--- config.mk ---
export PLATFORM = sky130hd
export DESIGN_NAME = addr_serial_inc
export DESIGN_NICKNAME = d
export VERILOG_FILES = /design/src/rtl/addr_inc_pkg.sv /design/src/rtl/addr_inc_seq.sv /design/src/rtl/addr_inc_alu.sv /design/src/rtl/addr_inc_shreg.sv /design/src/rtl/addr_serial_inc.sv
export SDC_FILE = /design/constraint.sdc
export NUM_CORES = 1
export LEC_CHECK = 0
export ABC_AREA = 1
export CAP_MARGIN = 20
export CELL_PAD_IN_SITES_DETAIL_PLACEMENT = 1
export CELL_PAD_IN_SITES_GLOBAL_PLACEMENT = 2
export CORE_UTILIZATION = 35
export CTS_BUF_LIST = sky130_fd_sc_hd__clkbuf_4 sky130_fd_sc_hd__clkbuf_8 sky130_fd_sc_hd__clkbuf_16
export DETAILED_ROUTE_END_ITERATION = 16
export DONT_BUFFER_PORTS = 1
export PLACE_DENSITY_LB_ADDON = 0.1
export SLEW_MARGIN = 5
export SYNTH_ARGS = -nofsm -noshare
export SYNTH_HDL_FRONTEND = slang
export SYNTH_SLANG_ARGS = --single-unit
--- constraint.sdc ---
create_clock -name clk -period 3.5 [get_ports clk]
set_clock_uncertainty 0.05 [all_clocks]
set_input_delay 0.35 -clock clk [delete_from_list [all_inputs] [get_ports clk]]
set_output_delay 0.35 -clock clk [all_outputs]
set_load 0.02 [all_outputs]
--- src/rtl/addr_inc_pkg.sv ---
package addr_inc_pkg;
  typedef enum logic {
    OP_INC = 1'b0,
    OP_TOG = 1'b1
  } op_e;
endpackage

--- src/rtl/addr_inc_seq.sv ---
module addr_inc_seq
  import addr_inc_pkg::*;
#(
  parameter int W     = 16,
  parameter int CNT_W = $clog2(W)
) (
  input  logic             clk,
  input  logic             rst,
  input  logic             start,
  input  op_e              start_op,
  input  logic             start_by2,
  input  logic [CNT_W-1:0] start_idx,
  output logic             arm,
  output logic             run,
  output logic [CNT_W-1:0] cnt,
  output logic             done,
  output op_e              op_q,
  output logic             by2_q,
  output logic [CNT_W-1:0] idx_q
);
  localparam logic [CNT_W-1:0] LAST = CNT_W'(W - 1);

  always_ff @(posedge clk) begin
    if (rst) begin
      arm   <= 1'b0;
      run   <= 1'b0;
      cnt   <= '0;
      done  <= 1'b0;
      op_q  <= OP_INC;
      by2_q <= 1'b0;
      idx_q <= '0;
    end else begin
      done <= 1'b0;
      if (!arm && !run) begin
        if (start) begin
          arm   <= 1'b1;
          op_q  <= start_op;
          by2_q <= start_by2;
          idx_q <= start_idx;
        end
      end else if (arm) begin
        arm <= 1'b0;
        run <= 1'b1;
        cnt <= '0;
      end else begin
        if (cnt == LAST) begin
          run  <= 1'b0;
          cnt  <= '0;
          done <= 1'b1;
        end else begin
          cnt <= cnt + 1'b1;
        end
      end
    end
  end

  assert_run_follows_arm_R2: assert property (@(posedge clk) disable iff (rst)
    arm |=> (run && cnt == '0));
  assert_cnt_step_R2: assert property (@(posedge clk) disable iff (rst)
    (run && cnt != LAST) |=> (run && cnt == CNT_W'($past(cnt) + 1'b1)));
  assert_finish_R10: assert property (@(posedge clk) disable iff (rst)
    (run && cnt == LAST) |=> (!run && done));
  assert_done_pulse_R10: assert property (@(posedge clk) disable iff (rst)
    done |=> !done);
  assert_op_held_R9: assert property (@(posedge clk) disable iff (rst)
    (arm || run) |=> ($stable(op_q) && $stable(by2_q) && $stable(idx_q)));
endmodule

--- src/rtl/addr_inc_alu.sv ---
module addr_inc_alu
  import addr_inc_pkg::*;
#(
  parameter int W     = 16,
  parameter int CNT_W = $clog2(W)
) (
  input  logic             clk,
  input  logic             rst,
  input  logic             run,
  input  logic [CNT_W-1:0] cnt,
  input  op_e              op,
  input  logic             by2,
  input  logic [CNT_W-1:0] idx,
  input  logic             bit_in,
  output logic             bit_out
);
  localparam logic [CNT_W-1:0] LAST = CNT_W'(W - 1);

  logic carry_q;
  logic c_in;

  always_comb begin
    c_in = 1'b0;
    if (op == OP_INC) begin
      c_in = carry_q
           | ((cnt == '0) & ~by2)
           | ((cnt == CNT_W'(1)) & by2);
    end
    if (op == OP_INC) bit_out = bit_in ^ c_in;
    else              bit_out = bit_in ^ (cnt == idx);
  end

  always_ff @(posedge clk) begin
    if (rst || !run || cnt == LAST) carry_q <= 1'b0;
    else                            carry_q <= c_in & bit_in;
  end

  assert_tog_no_carry_R5: assert property (@(posedge clk) disable iff (rst)
    (run && op == OP_TOG) |=> !carry_q);
  assert_carry_dropped_R3: assert property (@(posedge clk) disable iff (rst)
    (run && op == OP_INC && !bit_in) |=> !carry_q);
endmodule

--- src/rtl/addr_inc_shreg.sv ---
module addr_inc_shreg #(
  parameter int W = 16
) (
  input  logic         clk,
  input  logic         rst,
  input  logic         clr,
  input  logic         load,
  input  logic [W-1:0] load_d,
  input  logic         shift,
  input  logic         bit_wr,
  output logic         bit_rd,
  output logic [W-1:0] q
);
  always_ff @(posedge clk) begin
    if (rst || clr)  q <= '0;
    else if (load)   q <= load_d;
    else if (shift)  q <= {bit_wr, q[W-1:1]};
  end

  assign bit_rd = q[0];

  assert_clear_R6: assert property (@(posedge clk) disable iff (rst)
    clr |=> (q == '0));
  assert_load_R7: assert property (@(posedge clk) disable iff (rst)
    (load && !clr) |=> (q == $past(load_d)));
  assert_hold_R9: assert property (@(posedge clk) disable iff (rst)
    (!clr && !load && !shift) |=> $stable(q));
endmodule

--- src/rtl/addr_serial_inc.sv ---
module addr_serial_inc
  import addr_inc_pkg::*;
#(
  parameter int W     = 16,
  parameter int CNT_W = $clog2(W)
) (
  input  logic             clk,
  input  logic             rst,
  input  logic             clr_req,
  input  logic             load_en,
  input  logic [W-1:0]     load_data,
  input  logic             inc_req,
  input  logic             by_two,
  input  logic             tog_req,
  input  logic [CNT_W-1:0] tog_idx,
  output logic [W-1:0]     addr_q,
  output logic [CNT_W-1:0] shift_cnt,
  output logic             busy,
  output logic             done
);
  logic             arm, run;
  logic             idle;
  logic             clr_go, load_go, start_go;
  op_e              start_op, op_q;
  logic             by2_q;
  logic [CNT_W-1:0] idx_q;
  logic             bit_rd, bit_wr;

  assign idle     = !arm && !run;
  assign clr_go   = idle && clr_req;
  assign load_go  = idle && !clr_req && load_en;
  assign start_go = idle && !clr_req && !load_en && (inc_req || tog_req);
  assign start_op = inc_req ? OP_INC : OP_TOG;
  assign busy     = arm || run;

  addr_inc_seq #(.W(W), .CNT_W(CNT_W)) u_seq (
    .clk(clk), .rst(rst), .start(start_go), .start_op(start_op),
    .start_by2(by_two), .start_idx(tog_idx),
    .arm(arm), .run(run), .cnt(shift_cnt), .done(done),
    .op_q(op_q), .by2_q(by2_q), .idx_q(idx_q)
  );

  addr_inc_alu #(.W(W), .CNT_W(CNT_W)) u_alu (
    .clk(clk), .rst(rst), .run(run), .cnt(shift_cnt), .op(op_q),
    .by2(by2_q), .idx(idx_q), .bit_in(bit_rd), .bit_out(bit_wr)
  );

  addr_inc_shreg #(.W(W)) u_shreg (
    .clk(clk), .rst(rst), .clr(clr_go), .load(load_go), .load_d(load_data),
    .shift(run), .bit_wr(bit_wr), .bit_rd(bit_rd), .q(addr_q)
  );

  assert_busy_blocks_R9: assert property (@(posedge clk) disable iff (rst)
    (busy && !done && (clr_req || load_en)) |=> busy || done);
  assert_start_R2: assert property (@(posedge clk) disable iff (rst)
    (!busy && !clr_req && !load_en && (inc_req || tog_req)) |=> busy);
endmodule

==> results by group <==
Power and ir drop
  – Sw Ratio: 0.2278
  – Logic pwr share: 0.079
  – P_leak: 0.5859 nW
  – Switch Pwr: 0.2004 mW
  – Int Pwr: 0.6794 mW
  – Sequential power share: 0.427
  – Clock network power share: 0.495
  – PD cells: 578.3 mW/mm^2
  – Max VDD drop: 0.0001960 V

Worst setup path
  – Crit path kind: flop to flop
  – CP Max Fanout: 19
  – Startpoint class of the critical path: flop
  – Critical path capture point type: flop
  – Critical Path AT: 2090 ps
  – WP data required: 3640 ps

Floorplanning
  – Die Wd: 64.65 um
  – Row count: 22
  – Core area: 0.003716 mm^2
  – DIE AREA: 0.004180 mm^2
  – Initial core utilization: 0.3697
  – Die Y: 64.65 um
  – Top-Level Pins: 49

Clocking
  – Root buf cell: clkbuf_8
  – Total clock sinks: 30
  – Clock slew at reported path FFs: 70 ps
  – Total CTS buffers: 5
  – H-tree levels: 2
  – Clock Path Buffers: 2
  – Clk Latency, worst-skew pair: 280 ps
  – CTS Hold Bufs: 0
  – Setup Buffers After CTS: 0
  – CTS resizes: 0
  – CTS tree: yes

Global route
  – Initial antenna violation count: 0
  – Vias in the first global route: 1,291
  – Global-route wire length before repair: 5.940 mm
  – Grt total ovfl: 0
  – Largest net degree at the start of global routing: 20
  – GR Util All Layers: 0.1854

Run status
  – Status: complete, no violations

Timing
  – Max transition margin: 0.4973
  – Final-report hold violation count: 0
  – Final setup margin: 1548 ps
  – RSZ-0062 raised after global routing: no
  – Setup Viol. Count Final: 0
  – Worst Tran Pin Value: 753.0 ps
  – Final period util: 0.5577
  – Clock period minus worst slack: 1952 ps
  – Final TNS setup: 0 ps
  – Final Max Slew Viols: 0
  – Max frequency: 512.3 MHz

Yosys
  – Post-synthesis instance area: 0.001374 mm^2
  – Ys flop type: dfxtp_1
  – Yosys top cell by area: dfxtp_1
  – Number of flops mapped to enable cells by yosys: 0
  – Sequential fraction of the synthesis area: 0.4372
  – Top area cells in the synthesized netlist: dfxtp_1 44%, nand2_1 17%, a31oi_1 6.4%, inv_1 4.4%, o21ai_0 4.0%
  – Top-area cell type share of the netlist area: 0.4372
  – Gate Count Post-Synth: 186
  – Post-synthesis sequential element count: 30
  – Syn nets: 216
  – Synthesis Warnings: 0
  – Synth unique cells: 27
  – Avg Inst Size Synth: 7.386 um^2
  – Ys async rst share: 0

Routing
  – Post-Route WL: 3.520 mm
  – WL/cell: 14.98 um
  – DRC: 0
  – Total number of vias: 1,222
  – First-pass detailed-route iteration total: 4
  – Vias per inst: 5.200
  – Detailed Route Iter0 Violations: 51
  – Antenna Nets Post-Route: 0

Finish
  – Commonest cells after routing, fill and taps aside: 61 x nand2_1, 30 x dfxtp_1, 16 x inv_1
  – Fin area: 0.001521 mm^2
  – Final #Nets: 216
  – Commonest non-fill, non-tap cell in the layout: nand2_1
  – Ant diodes: 0
  – Area growth syn-to-layout: 10.75%
  – Share of cells above drive strength 1: 0.08021

Job
  – Max Cap Viol: 0

Placed design
  – Post-DP HPWL: 2.637 mm
  – Placer's final routability congestion estimate: 0.7300
  – IO Port Bufs: 0
  – DP Worst Slack: 1552 ps
  – DP Area: 0.001379 mm^2

Worst hold path
  – Worst min path class: input pin to flop
## final cells by class
| cell class | instances | area (um^2) |
|---|---|---|
| clock buffers | 6 | 82.58 |
| inverters | 20 | 83.83 |
| clock inverters | 2 | 60.06 |
| fillers | 479 | 2195 |
| flip-flops and latches | 30 | 600.6 |
| well taps | 48 | 60.06 |
| multi-input cells | 129 | 634.4 |
## path summary, 6_finish.rpt
kind | cells after the start | start | end | slack, ps
min | 1 | rst | u_seq.cnt[2] | 90
max | 6 | u_seq.run | u_shreg.q[8] | 1550
max reg2reg | 6 | u_seq.run | u_shreg.q[8] | 1550
min reg2reg | 1 | u_seq.arm | u_seq.cnt[2] | 420
## stage by stage
step | std cells | total power, mW | hold slack [ps] | util
floorplan | 186 | 0.4412 | 369.7 | -
global placement | 227 | 0.4506 | 381.4 | 0.3710
detailed placement | 227 | 0.4542 | 382.3 | 0.3710
CTS | 235 | 0.8930 | 87.31 | 0.4094
global route | 235 | 0.9239 | 83.41 | 0.4094
finish | 235 | 0.8798 | 94.15 | 0.4094
## cell usage after synthesis (3+ instances only)
cell     number
inv_1        16
dfxtp_1      30
nand3_1       8
ha_1          3
nor2_1       11
buf_6         3
o21ai_0      11
a21oi_1       8
a31oi_1      14
nand2_1      61
## critical path, cell delays in order, from the launching register on
cell     delay, ps
dfxtp_1        810
inv_6           70
nand2_4        160
inv_1           80
nand2_1         60
nand2_1        330
a31oi_1        300
## routing by layer
| layer | global-route usage | wire (um) | vias up |
|---|---|---|---|
| li1 | - | - | 604 |
| met1 | 0.2304 | 1594 | 587 |
| met2 | 0.3000 | 1672 | 31 |
| met3 | 0.07394 | 253 | 0 |
| met4 | 0.04167 | 0 | 0 |
| met5 | 0 | 0 | - |
## registers in the layout (all words and copies together), names as in the netlist
name,count
u_seq.arm,1
u_shreg.q,16
u_alu.carry_q,1
u_seq.cnt,4
u_seq.run,1
u_seq.done,1
u_seq.op_q,1
u_seq.by2_q,1
u_seq.idx_q,4
## power by group through the flow
stage	Clock (mW)	Combinational [mW]	Sequential, mW
global placement	0	0.0678	0.383
CTS	0.446	0.0712	0.376
finish	0.435	0.0694	0.375
global route	0.466	0.0805	0.377
floorplan	0	0.0648	0.376
detailed placement	0	0.0709	0.383
## logic make-up (layout without fill, tap and decap cells)
kind of cell | Yosys count | after routing | synth area share
simple gates | 89 | 89 | 0.2769
xor+xnor | 2 | 2 | 0.01275
flops | 30 | 30 | 0.4372
fa+ha+maj | 3 | 3 | 0.02733
buf+inv | 27 | 28 | 0.1011
compound gates | 35 | 35 | 0.1448
(Power assumes the default switching activity.)
